**src/rtl/dds_trunc_pkg.sv**
```systemverilog
package dds_trunc_pkg;

    // Spur class of the truncated field of a tuning word.
    typedef enum logic [1:0] {
        TRC_CLEAN = 2'd0,   // truncated field all zero
        TRC_MIXED = 2'd1,   // between the extremes
        TRC_WORST = 2'd2    // only the top truncated bit set
    } trunc_class_e;

    typedef struct packed {
        logic         bad;  // aliasing word (top bit set)
        trunc_class_e cls;
    } tw_flags_t;

    function automatic trunc_class_e classify(input logic low_zero, input logic half_only);
        trunc_class_e c;
        if (low_zero)       c = TRC_CLEAN;
        else if (half_only) c = TRC_WORST;
        else                c = TRC_MIXED;
        return c;
    endfunction

    localparam tw_flags_t FLAGS_RESET = '{bad: 1'b0, cls: TRC_CLEAN};

endpackage

```
**src/rtl/tz_count.sv**
```systemverilog
module tz_count #(
    parameter int W  = 8,
    parameter int CW = $clog2(W + 1)
) (
    input  logic [W-1:0]  vec,
    output logic [CW-1:0] zeros
);
    // Scan from the top so the lowest set bit wins; all-zero gives W.
    always_comb begin
        zeros = CW'(W);
        for (int i = W - 1; i >= 0; i--) begin
            if (vec[i]) zeros = CW'(i);
        end
    end
endmodule

```
**src/rtl/phase_accum.sv**
```systemverilog
module phase_accum #(
    parameter int ACC_W = 32
) (
    input  logic             clk,
    input  logic             rst,
    input  logic             load,
    input  logic [ACC_W-1:0] tune_in,
    output logic [ACC_W-1:0] acc_out
);
    logic [ACC_W-1:0] step_q;

    // Modulo 2^ACC_W: the carry out of the top bit is simply dropped.
    always_ff @(posedge clk) begin
        if (rst) begin
            acc_out <= '0;
            step_q  <= '0;
        end else if (load) begin
            acc_out <= '0;
            step_q  <= tune_in;
        end else begin
            acc_out <= acc_out + step_q;
        end
    end
endmodule

```
**src/rtl/tw_classifier.sv**
```systemverilog
module tw_classifier
    import dds_trunc_pkg::*;
#(
    parameter int ACC_W = 32,
    parameter int TR_W  = 20
) (
    input  logic [ACC_W-1:0] tune_in,
    output tw_flags_t        flags,
    output logic [ACC_W:0]   period
);
    localparam int ZW = $clog2(ACC_W + 1);
    localparam logic [ACC_W:0]  ONE  = 1;
    localparam logic [TR_W-1:0] HALF = {1'b1, {(TR_W-1){1'b0}}};

    logic [ZW-1:0]   tz;
    logic [TR_W-1:0] low;
    int              sh;

    tz_count #(.W(ACC_W)) u_tz (
        .vec   (tune_in),
        .zeros (tz)
    );

    assign low = tune_in[TR_W-1:0];

    always_comb begin
        flags.bad = tune_in[ACC_W-1];
        flags.cls = classify(low == '0, low == HALF);
        // 2^A / gcd(T, 2^A) = 2^(A - trailing zeros of T)
        sh     = ACC_W - int'(tz);
        period = ONE << sh;
    end
endmodule

```
**src/rtl/alias_fold.sv**
```systemverilog
module alias_fold #(
    parameter int TR_W = 20
) (
    input  logic [TR_W-1:0] trunc_in,
    output logic [TR_W-1:0] etw,
    output logic [TR_W-1:0] harmonics
);
    localparam int ZW = $clog2(TR_W + 1);
    localparam logic [TR_W-1:0] HALF = {1'b1, {(TR_W-1){1'b0}}};

    logic [ZW-1:0] tz;

    // Upper half of the field aliases: fold to 2^B - value (two's negate).
    always_comb begin
        if (trunc_in[TR_W-1]) etw = (~trunc_in) + 1'b1;
        else                  etw = trunc_in;
    end

    tz_count #(.W(TR_W)) u_tz (
        .vec   (etw),
        .zeros (tz)
    );

    always_comb begin
        if (etw == '0) harmonics = '0;
        else           harmonics = HALF >> tz;
    end
endmodule

```
**src/rtl/dds_trunc_accum.sv**
```systemverilog
module dds_trunc_accum
    import dds_trunc_pkg::*;
#(
    parameter int ACC_W = 32,
    parameter int PH_W  = 12
) (
    input  logic                  clk,
    input  logic                  rst,
    input  logic                  load,
    input  logic [ACC_W-1:0]      tune_in,
    output logic [PH_W-1:0]       phase_word,
    output logic [ACC_W-PH_W-1:0] trunc_word,
    output logic                  tune_bad,
    output logic                  spur_free,
    output logic                  worst_case,
    output logic [ACC_W:0]        period,
    output logic [ACC_W-PH_W-1:0] etw,
    output logic [ACC_W-PH_W-1:0] harmonics
);
    localparam int TR_W = ACC_W - PH_W;
    localparam logic [ACC_W:0] ONE = 1;

    logic [ACC_W-1:0] acc;
    tw_flags_t        flags_d, flags_q;
    logic [ACC_W:0]   period_d;
    logic [TR_W-1:0]  etw_d, harm_d;

    phase_accum #(.ACC_W(ACC_W)) u_acc (
        .clk     (clk),
        .rst     (rst),
        .load    (load),
        .tune_in (tune_in),
        .acc_out (acc)
    );

    assign phase_word = acc[ACC_W-1:TR_W];
    assign trunc_word = acc[TR_W-1:0];

    tw_classifier #(.ACC_W(ACC_W), .TR_W(TR_W)) u_cls (
        .tune_in (tune_in),
        .flags   (flags_d),
        .period  (period_d)
    );

    alias_fold #(.TR_W(TR_W)) u_fold (
        .trunc_in  (tune_in[TR_W-1:0]),
        .etw       (etw_d),
        .harmonics (harm_d)
    );

    // Status registers: reset state matches a zero tuning word.
    always_ff @(posedge clk) begin
        if (rst) begin
            flags_q   <= FLAGS_RESET;
            period    <= ONE;
            etw       <= '0;
            harmonics <= '0;
        end else if (load) begin
            flags_q   <= flags_d;
            period    <= period_d;
            etw       <= etw_d;
            harmonics <= harm_d;
        end
    end

    assign tune_bad   = flags_q.bad;
    assign spur_free  = (flags_q.cls == TRC_CLEAN);
    assign worst_case = (flags_q.cls == TRC_WORST);
endmodule

```
**config.mk**
```make
export PLATFORM = sky130hd
export DESIGN_NAME = dds_trunc_accum
export DESIGN_NICKNAME = d
export VERILOG_FILES = /design/src/rtl/dds_trunc_pkg.sv /design/src/rtl/tz_count.sv /design/src/rtl/phase_accum.sv /design/src/rtl/tw_classifier.sv /design/src/rtl/alias_fold.sv /design/src/rtl/dds_trunc_accum.sv
export SDC_FILE = /design/constraint.sdc
export NUM_CORES = 1
export LEC_CHECK = 0
export BUFFER_PORTS_ARGS = -buffer_cell sky130_fd_sc_hd__buf_2
export CAP_MARGIN = 20
export CORE_MARGIN = 5
export CORE_UTILIZATION = 37
export CTS_CLUSTER_DIAMETER = 50
export DETAILED_ROUTE_END_ITERATION = 8
export MAX_ROUTING_LAYER = met4
export PLACE_DENSITY = 0.66
export SYNTH_ARGS = -nofsm -noshare
export SYNTH_HDL_FRONTEND = slang
export SYNTH_SLANG_ARGS = --single-unit
export TNS_END_PERCENT = 30
```
**constraint.sdc**
```tcl
create_clock -name clk -period 8.5 [get_ports clk]
set_input_delay 0.85 -clock clk [delete_from_list [all_inputs] [get_ports clk]]
set_output_delay 0.85 -clock clk [all_outputs]
set_load 0.03 [all_outputs]
```
==> metrics.md <==
| Metric | Value |
|---|---|
| Simple-Gate Fraction of Synth Area | `20.3%` |
| Top cell type's share of synthesized area | `36.3%` |
| Outcome | `completed` |
| Syn Nets | `961` |
| Ys Warns | `0` |
| Vias per cell | `5.53` |
| Congestion Overflow GR | `0` |
| #FFs+latches synth | `138` |
| Clock transition at path regs | `0.07 ns` |
| DIE HEIGHT | `153 um` |
| Largest cells by area after synthesis | `dfxtp_1 (36%), nor2_1 (5.7%), ha_1 (5.6%)` |
| Hold Path Class | `reg2reg` |
| Worst Tran Pin Value | `1.01 ns` |
| Max_cap viols | `0` |
| Die width | `153 um` |
| Area growth, synth to finish | `18.9%` |
| DR WL/cell | `17.9 um` |
| IO buf count | `142` |
| Final setup fails | `0` |
| Top Ports | `143` |
| Rel. slew slack | `32.7%` |
| Pin count of the biggest net entering global routing | `56` |
| Period utilization | `46.7%` |
| Routed wire length | `22,900 um` |
| Synth Cell Area | `7600 um2` |
| Cell variety after synth | `72` |
| Fin nets | `1,067` |
| Worst-path fanout max | `46` |
| Ys async rst share | `0%` |
| DR pass1 iterations | `4` |
| Worst setup EP type | `flop` |
| CTS tree | `built` |
| CTS Buffer Depth | `2` |
| Yosys top cell by area | `dfxtp_1` |
| Initial antenna violation count | `2` |
| # Post-CTS Setup Buffers | `0` |
| Internal power | `0.00120 W` |
| Instance count of the mapped netlist | `891` |
| Root buf cell | `clkbuf_16` |
| Worst skew pair latency | `0.43 ns` |
| Initial Utilization | `37.6%` |
| Combinational family with the most area after synthesis | `compound AO/OA/AOI/OAI gates` |
| Max-slew violations | `0` |
| Core Box Area | `20,200 um2` |
| Main flop type after synthesis | `dfxtp_1` |
| Met2 wire len | `10,500 um` |
| DR top layer | `met4` |
| RSZ-0062 raised after global routing | `no` |
| Met1 WL | `10,500 um` |
| Post-synthesis sequential area ratio | `36.3%` |
| Final HPWL DP | `17,100 um` |
| Final Non-Filler Cells | `1,283` |
| Mux contribution to synthesized area | `4.89%` |
| Period minus WS final | `3.97 ns` |
| Row count | `52` |
| H-tree lvl count | `4` |
| CTS Buf Count | `17` |
| DRT antenna net count | `0` |
| EDFF count, synth | `0` |
| Leakage power | `4.04 nW` |
| Layout cells sized above 1 | `20.8%` |
| Sw Ratio | `29.9%` |
| Post-Synth XOR/XNOR Area | `4.15%` |
| Adder-cell share of the synthesized area | `5.86%` |
| Worst Skew | `0.00922 ns` |
| Sink Count | `138` |
| Average cell area after synthesis | `8.54 um2` |
| # fillers | `2,024` |
| Clock group share of total power | `44.4%` |
| CTS resizes | `0` |
| Startpoint Class | `primary input` |
| Required time of the critical path | `8.88 ns` |
| Die area | `23,500 um2` |
| GRT Total Usage | `19.9%` |
| # hold bufs at CTS | `0` |
| P_sw | `0.000512 W` |
| Vias in the first global route | `6,825` |
| Sequential power share | `40.1%` |
| 1st-iter DRT viols | `392` |
| Setup tns final | `0 ns` |
| First-pass GRT wire length | `37,100 um` |
| Synth Area in Compound Gates | `23.5%` |
| DR WL met3 | `1360 um` |
| Max Freq | `252 MHz` |
| Routed via count | `7,096` |
| Peak VDD IR | `142 uV` |
| Arrival time of the worst setup path | `4.35 ns` |
| Global placement routability congestion | `0.965` |
| Type of the worst setup path | `in2reg` |
| Comb power frac | `15.5%` |
| Placed insts | `1,248` |
| Residual DRC | `0` |
| Pwr Density | `190 nW/um2` |
| Final-report hold violation count | `0` |
cell usage after synthesis (all sizes together) (6+ instances only):
library cell and instances:
dfxtp 138, nor2 116, nand2 50, o21ai 48, clkbuf 44, a21oi 42
mux2i 36, ha 34, inv 28, a32o 27, nor3 26, a211oi 22
nand3 21, xnor2 21, buf 17, a22o 15, xor2 15, nor2b 14
a21o 11, and3 11, nor4 11, o31ai 11, or4 11, and2 10
nand2b 10, o41ai 8, a31o 6, a31oi 6, o21bai 6, or3 6
logic make-up (layout without fill, tap and decap cells):
kind of cell             count (synthesis)  in the layout
AO/OA/AOI/OAI                          245            245
XOR/XNOR                                36             36
adder cells (fa/ha/maj)                 35             35
buffers and inverters                   89            208
flip-flops                             138            138
multiplexers                            37             37
other                                    0              3
AND/OR/NAND/NOR                        311            311
registers in the layout, summed over array words and instances (netlist names):
name	cells
period	33
u_acc.acc_out	32
u_acc.step_q	30
etw	20
harmonics	20
flags_q	2
tune_bad	1
per-layer routing:
metal | vias to the layer above | track usage [%]
li1 | 3499 | -
met1 | 3329 | 25.9
met2 | 226 | 30.3
met3 | 42 | 5.15
met4 | 0 | 6.60
met5 | - | -
final timing paths:
check                   start           endpoint  cells after the start  slack (ns)
hold reg to reg       etw[11]            etw[11]                      2        0.45
setup / recovery  tune_in[19]         period[17]                     11        4.53
setup reg to reg       etw[0]  u_acc.acc_out[24]                     11        5.41
hold / removal        etw[11]            etw[11]                      2        0.45
worst max-delay path: stages:
cell and delay [ns]:
buf_2 0.64, a21oi_1 0.16, o221a_2 0.27, o21a_1 0.17, o21ai_0 0.29, o21ai_0 0.13
ha_1 0.27, a21oi_1 0.77, inv_1 0.18, nor3_1 0.40, a22o_1 0.19
power groups by stage:
stage | Combinational (W) | Clock (W) | Sequential (W)
5_1_grt | 0.000293 | 0.000808 | 0.000690
4_1_cts | 0.000265 | 0.000779 | 0.000687
2_1_floorplan | 0.000164 | 0 | 0.000729
3_5_place_dp | 0.000264 | 0 | 0.000701
6_report | 0.000266 | 0.000762 | 0.000687
3_3_place_gp | 0.000261 | 0 | 0.000701
cell type report:
class,instances,area (um2),area share [%]
Multi-Input combinational cell,664,4470,49.5
Sequential cell,138,2760,30.5
Timing Repair Buffer,148,756,8.36
Clock buffer,17,425,4.70
Tap cell,270,338,3.73
Clock inverter,15,178,1.96
Inverter,28,105,1.16
Antenna cell,3,7.51,0.0830
cell usage in the layout (no fill, tap or decap), types with 6 or more instances in the layout:
cell type,n
a32o_1,27
a31oi_1,6
a21o_1,11
o31ai_1,11
a21oi_1,42
nor4_1,9
nor3_1,25
and2_1,9
and3_1,11
a211oi_1,22
o21bai_1,6
nor2b_1,14
ha_1,34
clkbuf_16,17
nand2b_1,10
or4_1,11
xor2_1,15
o21ai_0,46
a22o_1,15
nand3_1,21
xnor2_1,21
mux2i_1,36
dfxtp_1,138
buf_2,142
buf_4,6
inv_1,28
nand2_1,50
a31o_2,6
inv_6,9
nor2_1,115
stage by stage:
stage,hold WS (ns),worst slack [ns],utilization [%],cell area (um2),total power [W]
finish,0.450,4.53,44.7,9040,0.00171
global route,0.481,4.25,44.7,9040,0.00179
CTS,0.452,4.61,44.7,9040,0.00173
detailed placement,0.437,4.17,41.7,8430,0.000965
global placement,0.437,4.31,41.7,8430,0.000962
floorplan,0.448,4.84,-,7600,0.000893
Power figures use the tool's default switching activity.
